[config.mk]
export PLATFORM = sky130hd
export DESIGN_NAME = uart_txbuf_ctrl
export DESIGN_NICKNAME = d
export VERILOG_FILES = /design/src/rtl/txb_pkg.sv /design/src/rtl/txb_holdbuf.sv /design/src/rtl/txb_shifter.sv /design/src/rtl/txb_ctrl.sv /design/src/rtl/uart_txbuf_ctrl.sv
export SDC_FILE = /design/constraint.sdc
export NUM_CORES = 1
export LEC_CHECK = 0
export CELL_PAD_IN_SITES_DETAIL_PLACEMENT = 0
export CELL_PAD_IN_SITES_GLOBAL_PLACEMENT = 1
export CORE_ASPECT_RATIO = 0.8
export CORE_MARGIN = 8
export CORE_UTILIZATION = 39
export CTS_BUF_LIST = sky130_fd_sc_hd__clkbuf_2 sky130_fd_sc_hd__clkbuf_4 sky130_fd_sc_hd__clkbuf_8
export CTS_CLUSTER_DIAMETER = 40
export DETAILED_ROUTE_END_ITERATION = 8
export PLACE_DENSITY = 0.83
export SYNTH_ARGS = -nofsm -noshare
export SYNTH_HDL_FRONTEND = slang
export SYNTH_SLANG_ARGS = --single-unit
export TNS_END_PERCENT = 30
[constraint.sdc]
create_clock -name clk -period 1.5 [get_ports clk]
set_clock_uncertainty 0.1 [all_clocks]
set_input_delay 0.3 -clock clk [delete_from_list [all_inputs] [get_ports clk]]
set_output_delay 0.3 -clock clk [all_outputs]
set_load 0.005 [all_outputs]
[src/rtl/txb_pkg.sv]
package txb_pkg;

  localparam int CTL_W            = 8;
  localparam int STAT_READY_BIT   = 7;
  localparam int STAT_EMPTY_BIT   = 6;
  localparam int CTL_RXBK_EN_BIT  = 1;
  localparam int CTL_TX_EN_BIT    = 0;

  typedef enum logic {
    SEL_CTRL = 1'b0,
    SEL_HOLD = 1'b1
  } txb_sel_e;

  // Packs the flags and enables into the control/status word
  function automatic logic [CTL_W-1:0] pack_status(logic ready, logic empty,
                                                   logic rxbk_en, logic tx_en);
    logic [CTL_W-1:0] w;
    w = '0;
    w[STAT_READY_BIT]  = ready;
    w[STAT_EMPTY_BIT]  = empty;
    w[CTL_RXBK_EN_BIT] = rxbk_en;
    w[CTL_TX_EN_BIT]   = tx_en;
    return w;
  endfunction

endpackage

[src/rtl/txb_holdbuf.sv]
module txb_holdbuf #(
  parameter int DATA_W = 8
) (
  input  logic              clk,
  input  logic              rst_n,
  input  logic              soft_rst,
  input  logic              wr,
  input  logic [DATA_W-1:0] wdata,
  input  logic              shifter_busy,
  output logic              ready,
  output logic              load,
  output logic [DATA_W-1:0] load_data
);

  logic              full_q;
  logic [DATA_W-1:0] data_q;

  // Handoff event: slot occupied and shifter free
  assign load      = full_q & ~shifter_busy;
  assign load_data = data_q;
  assign ready     = ~full_q;

  always_ff @(posedge clk or negedge rst_n) begin
    if (!rst_n) begin
      full_q <= 1'b0;
      data_q <= '0;
    end else if (soft_rst) begin
      full_q <= 1'b0;
    end else if (wr) begin
      full_q <= 1'b1;
      data_q <= wdata;
    end else if (load) begin
      full_q <= 1'b0;
    end
  end

  // an occupied slot drains at the first idle edge
  assert_handoff_R3: assert property (@(posedge clk) disable iff (!rst_n)
    (!ready && !shifter_busy && !wr && !soft_rst) |=> ready);

endmodule

[src/rtl/txb_shifter.sv]
module txb_shifter #(
  parameter int DATA_W     = 8,
  parameter int OVERSAMPLE = 16
) (
  input  logic              clk,
  input  logic              rst_n,
  input  logic              soft_rst,
  input  logic              load,
  input  logic [DATA_W-1:0] load_data,
  input  logic              baud_tick,
  output logic              busy,
  output logic              txd
);

  localparam int NBITS = DATA_W + 2;
  localparam int IDX_W = $clog2(NBITS);
  localparam int CNT_W = (OVERSAMPLE > 1) ? $clog2(OVERSAMPLE) : 1;
  localparam logic [CNT_W-1:0] CNT_LAST = CNT_W'(OVERSAMPLE - 1);
  localparam logic [IDX_W-1:0] IDX_LAST = IDX_W'(NBITS - 1);

  logic [DATA_W-1:0] shreg_q;
  logic [IDX_W-1:0]  idx_q;
  logic [CNT_W-1:0]  cnt_q;
  logic              busy_q;
  logic              bit_end;

  // Line level for frame position idx: start, data LSB first, stop
  function automatic logic line_level(logic [DATA_W-1:0] d, logic [IDX_W-1:0] idx);
    logic [NBITS-1:0] frame;
    frame = {1'b1, d, 1'b0};
    return frame[idx];
  endfunction

  assign busy    = busy_q;
  assign txd     = busy_q ? line_level(shreg_q, idx_q) : 1'b1;
  assign bit_end = busy_q & baud_tick & (cnt_q == CNT_LAST);

  always_ff @(posedge clk or negedge rst_n) begin
    if (!rst_n) begin
      busy_q  <= 1'b0;
      shreg_q <= '0;
      idx_q   <= '0;
      cnt_q   <= '0;
    end else if (soft_rst) begin
      busy_q <= 1'b0;
      idx_q  <= '0;
      cnt_q  <= '0;
    end else if (load && !busy_q) begin
      busy_q  <= 1'b1;
      shreg_q <= load_data;
      idx_q   <= '0;
      cnt_q   <= '0;
    end else if (busy_q && baud_tick) begin
      if (bit_end) begin
        cnt_q <= '0;
        if (idx_q == IDX_LAST) busy_q <= 1'b0;
        else                   idx_q  <= idx_q + 1'b1;
      end else begin
        cnt_q <= cnt_q + 1'b1;
      end
    end
  end

  // a start bit follows every transfer
  assert_start_bit_R5: assert property (@(posedge clk) disable iff (!rst_n)
    (load && !busy_q && !soft_rst) |=> !txd);

  // without a tick the line holds
  assert_hold_no_tick_R5: assert property (@(posedge clk) disable iff (!rst_n)
    (busy_q && !baud_tick && !soft_rst) |=> $stable(txd));

endmodule

[src/rtl/txb_ctrl.sv]
module txb_ctrl (
  input  logic       clk,
  input  logic       rst_n,
  input  logic       soft_rst,
  input  logic       ctrl_wr,
  input  logic [1:0] ctrl_bits,
  input  logic       data_wr,
  input  logic       load_evt,
  output logic       tx_en,
  output logic       rxbk_en,
  output logic       irq
);

  import txb_pkg::*;

  logic tx_en_q, rxbk_en_q, pend_q;
  logic en_clear;

  assign tx_en    = tx_en_q;
  assign rxbk_en  = rxbk_en_q;
  assign irq      = pend_q;
  assign en_clear = ctrl_wr & ~ctrl_bits[CTL_TX_EN_BIT];

  always_ff @(posedge clk or negedge rst_n) begin
    if (!rst_n) begin
      tx_en_q   <= 1'b0;
      rxbk_en_q <= 1'b0;
    end else if (ctrl_wr) begin
      tx_en_q   <= ctrl_bits[CTL_TX_EN_BIT];
      rxbk_en_q <= ctrl_bits[CTL_RXBK_EN_BIT];
    end
  end

  // Request latch: set by the handoff event, not by the ready level
  always_ff @(posedge clk or negedge rst_n) begin
    if (!rst_n)                   pend_q <= 1'b0;
    else if (soft_rst)            pend_q <= 1'b0;
    else if (data_wr || en_clear) pend_q <= 1'b0;
    else if (load_evt && tx_en_q) pend_q <= 1'b1;
  end

  // every rise of the request comes from an enabled handoff
  assert_irq_source_R6: assert property (@(posedge clk) disable iff (!rst_n)
    $rose(irq) |-> $past(load_evt && tx_en));

  // request is never seen with the enable off
  assert_irq_gated_R6: assert property (@(posedge clk) disable iff (!rst_n)
    !tx_en |-> !irq);

  // request persists until acknowledged
  assert_irq_hold_R6: assert property (@(posedge clk) disable iff (!rst_n)
    (irq && !data_wr && !ctrl_wr && !soft_rst) |=> irq);

endmodule

[src/rtl/uart_txbuf_ctrl.sv]
module uart_txbuf_ctrl #(
  parameter int DATA_W     = 8,
  parameter int OVERSAMPLE = 16
) (
  input  logic              clk,
  input  logic              rst_n,
  input  logic              soft_rst,
  input  logic              bus_we,
  input  logic              bus_addr,
  input  logic [DATA_W-1:0] bus_wdata,
  output logic [DATA_W-1:0] bus_rdata,
  input  logic              baud_tick,
  output logic              txd,
  output logic              tx_irq
);

  import txb_pkg::*;

  logic              data_wr, ctrl_wr;
  logic              ready, empty, busy, load_evt;
  logic              tx_en, rxbk_en;
  logic [DATA_W-1:0] load_data;
  logic [CTL_W-1:0]  status;

  assign data_wr = bus_we & (bus_addr == 1'(SEL_HOLD));
  assign ctrl_wr = bus_we & (bus_addr == 1'(SEL_CTRL));
  assign empty   = ready & ~busy;
  assign status  = pack_status(ready, empty, rxbk_en, tx_en);
  assign bus_rdata = (bus_addr == 1'(SEL_CTRL)) ? DATA_W'(status) : '0;

  txb_holdbuf #(.DATA_W(DATA_W)) u_hold (
    .clk          (clk),
    .rst_n        (rst_n),
    .soft_rst     (soft_rst),
    .wr           (data_wr),
    .wdata        (bus_wdata),
    .shifter_busy (busy),
    .ready        (ready),
    .load         (load_evt),
    .load_data    (load_data)
  );

  txb_shifter #(.DATA_W(DATA_W), .OVERSAMPLE(OVERSAMPLE)) u_shift (
    .clk       (clk),
    .rst_n     (rst_n),
    .soft_rst  (soft_rst),
    .load      (load_evt),
    .load_data (load_data),
    .baud_tick (baud_tick),
    .busy      (busy),
    .txd       (txd)
  );

  txb_ctrl u_ctrl (
    .clk       (clk),
    .rst_n     (rst_n),
    .soft_rst  (soft_rst),
    .ctrl_wr   (ctrl_wr),
    .ctrl_bits (bus_wdata[1:0]),
    .data_wr   (data_wr),
    .load_evt  (load_evt),
    .tx_en     (tx_en),
    .rxbk_en   (rxbk_en),
    .irq       (tx_irq)
  );

  // a data write leaves the slot not ready
  assert_ready_clear_R2: assert property (@(posedge clk) disable iff (!rst_n)
    (data_wr && !soft_rst) |=> !ready);

  // empty implies a free slot and an idle line
  assert_empty_R4: assert property (@(posedge clk) disable iff (!rst_n)
    empty |-> (ready && txd));

  // soft reset returns the transmit path to idle
  assert_soft_rst_R9: assert property (@(posedge clk) disable iff (!rst_n)
    soft_rst |=> (ready && empty && txd && !tx_irq));

endmodule

==> results.txt <==
----------------------------------------------------
[Status]
  Run status ... finished with violations
  Violated checks ... negative setup slack

[Yosys]
  Number of library cell types mapped by synthesis ... 36
  Fraction of synthesized area in multiplexers ... 0.173
  Largest family of logic cells by synthesized area ... multiplexers
  Ys Warns ... 0
  Leading post-synthesis cells by cell area ... dfrtp_1 (51%), mux2_2 (15%), ha_1 (2.6%)
  Share of synthesized cell area in full adder, half adder and majority cells ... 0.0263
  Simple-Gate Fraction of Synth Area ... 0.154
  Area fraction in compound gates after synthesis ... 0.0736
  Synthesized area ... 1430 sq um
  Yosys reg bits ... 29
  Number of instances in the synthesized netlist ... 118
  Post-synthesis share of cell area spent on xor and xnor gates ... 0.0123
  Sequential cell area fraction in the yosys report ... 0.508
  Post-synthesis area per instance ... 12.1 sq um
  Fraction of synthesized cell area taken by the top area cell type ... 0.508
  Post-synthesis cell type with the largest combined area ... dfrtp_1

[Timing]
  Final hold violation count ... 0
  Least setup slack across all paths after layout ... -0.470 ns
  Min Tclk post-route ... ~2.0 ns
  Final setup viols ... 6
  RSZ-0062 raised after global routing ... yes
  Worst Hold Slack ... 0.268 ns
  Max frequency ... 508 MHz
  Count of final max-slew check failures ... 0
  Total Neg Setup Slack ... -1.57 ns
  Final critical-path share of the clock period ... 1.31

[Clock tree]
  Hold buffer count at cts ... 0
  CTS tree ... done
  Worst-case clock buffer depth ... 2
  Number of sinks driven by the clock tree ... 29
  Clk Tree Root Cell ... clkbuf_8
  Count of H-tree levels built during CTS ... 2
  Worst-path clk slew ... roughly 0.070 ns
  Insertion delay of the later-clocked pin in the worst-skew pair ... about 0.29 ns
  Total clock buffers created by CTS ... 5

[Global route]
  GRT Max-Usage Layer ... met2
  Overall routing resource usage ... 0.114
  Largest net degree at the start of global routing ... 30
  Global routing usage on met2 ... 0.180
  Number of antenna violations at the first check in global routing ... 0
  Number of global-route vias before repair ... 1155
  Met1 capacity usage during global routing ... 0.131
  Fraction of met3 tracks used by global routing ... 0.0545
  Wire length of the first global-routing pass ... about 5400 um
  Total grt overflow ... 0

[Setup path]
  Max stage delay cell, worst path ... mux4_2
  Endpoint class of the critical path ... primary output
  Setup Crit Path Kind ... flip-flop to primary output
  Slowest stage delay, CP ... 0.54 ns
  Critical path fanouts, max ... 2
  Data required time at the worst endpoint ... 1.10 ns
  Depth of the worst register-to-register path ... 6
  Crit path launch type ... flip-flop
  Arrival time reported for the critical path endpoint ... 1.57 ns
  Ordered list of cells on the worst path ... mux4_2 > nor2_4 > o311ai_2 > buf_2

[Floorplanning]
  Die Footprint ... 5870 sq um
  Width of the die ... ~84 um
  Number of top-level pins ... 24
  Row Count ... 19
  Core Footprint ... 3470 sq um
  Die H ... around 70 um
  Initial core utilization ... 0.412

[Hold path]
  Min-Delay Path Class ... input pin to asynchronous set/reset pin

[Finish]
  Relative area change from synthesis to final layout ... 41.2%
  Ratio of cells with drive above 1 in the final layout ... 0.470
  Filler Cells Inserted ... ~300
  NumNets Final ... ~180
  Final core utilization ... 0.581
  Post-route non-filler standard cell count ... 210
  Number of antenna diodes ... 0

[Place]
  Buffers added on ports ... 19
  RePlAce Congestion ... 0.744
  Placed cells ... 194
  HPWL reported at the end of detailed placement ... 2290 um

[Detailed routing]
  DRC viols ... 0
  First-pass iteration count of the detailed router ... 4
  Number of DRC markers after the initial detailed-route iteration ... 64
  DR vias ... 1061
  Total length of routed wires ... between 3000 and 4000 um
  Via density ... 5.05
  Wire per inst ... 15.6 um
  Post-route antenna net violation count ... 0

[Power and ir drop]
  Static Leak ... 0.850 nW
  Highest ir drop seen on vdd ... approximately 0.61 mV
  Total design power ... around 2.0 mW
  Power per cell area ... 982 nW/um^2

[Flow run]
  Number of max-capacitance violations reported ... 0

----------------------------------------------------
## worst max-delay path: cells and delay by family, from the launching register on
family / cells / cell delay [ns]
compound gates: 1 / 0.11
mux: 1 / 0.54
flops: 1 / 0.37
buf+inv: 1 / 0.15
simple gates: 1 / 0.12
## registers in the layout, summed over array words and instances, names as in the netlist
signal / count
u_hold.load_data: 8
u_shift.shreg_q: 8
u_shift.cnt_q: 4
u_shift.idx_q: 4
u_ctrl.irq: 1
u_ctrl.rxbk_en: 1
u_ctrl.tx_en: 1
u_hold.full_q: 1
u_shift.busy: 1
## synthesized netlist by cell type
| master | n |
|---|---|
| dfrtp_1 | 29 |
| mux2_2 | 19 |
| a21oi_1 | 6 |
| buf_4 | 4 |
| nand2_1 | 4 |
| nor2_1 | 4 |
| nor2b_1 | 4 |
| ha_1 | 3 |
| inv_1 | 3 |
| nand2b_1 | 3 |
| nand3_1 | 3 |
| o21ai_0 | 3 |
| o31ai_1 | 3 |
| or4_1 | 3 |
| buf_6 | 2 |
| nand3b_1 | 2 |
| nor3_1 | 2 |
| nor3b_1 | 2 |
| xor2_1 | 2 |
| a211oi_1 | 1 |
| a221oi_1 | 1 |
| a31oi_1 | 1 |
| and3b_1 | 1 |
| buf_2 | 1 |
| clkbuf_1 | 1 |
| conb_1 | 1 |
| mux2i_1 | 1 |
| mux4_2 | 1 |
| nand3_4 | 1 |
| nor2_4 | 1 |
| nor4b_1 | 1 |
| o22ai_1 | 1 |
| o311ai_1 | 1 |
| or2b_1 | 1 |
| or3_1 | 1 |
| or3b_1 | 1 |
## timing repair
item                                    4_1_cts  5_1_grt
setup buffers                                 5        3
resized for setup                            22       12
pin swaps                                     2        5
endpoints found under the setup margin       19       16
## where the power goes
part,internal (mW),switching [mW]
Clock,0.325,0.327
Combinational,0.208,0.118
Sequential,0.920,0.0850
## final timing paths
| path | end | from | slack (ns) |
|---|---|---|---|
| hold reg to reg | u_shift.shreg_q[0]$_DFFE_PN0P_ | u_hold.load_data[0]$_DFFE_PN0P_ | 0.40 |
| hold / removal | u_shift.shreg_q[5]$_DFFE_PN0P_ | rst_n | 0.27 |
| setup / recovery | txd | u_shift.idx_q[0]$_DFFE_PN0P_ | -0.47 |
| max in group asynchronous | u_shift.busy$_DFFE_PN0P_ | rst_n | 0.86 |
| setup reg to reg | u_shift.idx_q[0]$_DFFE_PN0P_ | u_shift.idx_q[0]$_DFFE_PN0P_ | -0.34 |
| min in group clk | u_shift.shreg_q[0]$_DFFE_PN0P_ | u_hold.load_data[0]$_DFFE_PN0P_ | 0.40 |
## layout by cell type, fill, tap and decap left out, types with 3 or more instances in the layout
master	count
a21oi_1	4
buf_4	24
buf_6	3
clkbuf_8	5
clkdlybuf4s50_1	12
clkinvlp_4	3
conb_1	4
dfrtp_1	27
dlygate4sd2_1	4
mux2_2	19
nand2_1	3
nand3_1	3
nor2_1	3
nor2b_1	4
o21ai_0	3
## routing by layer
layer | wire length [um] | part of all wire | vias up
met1 | 1470 | 0.45 | 524
met2 | 1600 | 0.49 | 19
met4 | 19 | 0.0058 | 0
met5 | 0 | 0 | -
met3 | 185 | 0.056 | 2
li1 | - | - | 516
## logic make-up after synthesis
family / count (synthesis)
and+or+nand+nor: 34
DFF: 29
muxes: 21
AOI/OAI and AO/OA: 17
buffers and inverters: 11
adders and majority gates: 3
xor gates and xnor gates: 2
other: 1
## per-stage QoR
stage	setup WS, ns	area [sq um]
after floorplan	-0.0414	1460
after global placement	-0.457	1800
after detailed placement	-0.555	1800
after CTS	-0.478	1950
after global routing	-0.524	2020
final	-0.470	2020
## cell type report
| cell class | count | area (sq um) | share of cell area |
|---|---|---|---|
| Tap cell | 42 | 52.6 | 0.0261 |
| Inverter | 3 | 11.3 | 0.00558 |
| Timing Repair Buffer | 47 | 409 | 0.203 |
| Multi-Input combinational cell | 81 | 724 | 0.359 |
| Clock buffer | 5 | 68.8 | 0.0341 |
| Clock inverter | 3 | 22.5 | 0.0112 |
| Sequential cell | 29 | 728 | 0.361 |
(Power assumes the default switching activity.)
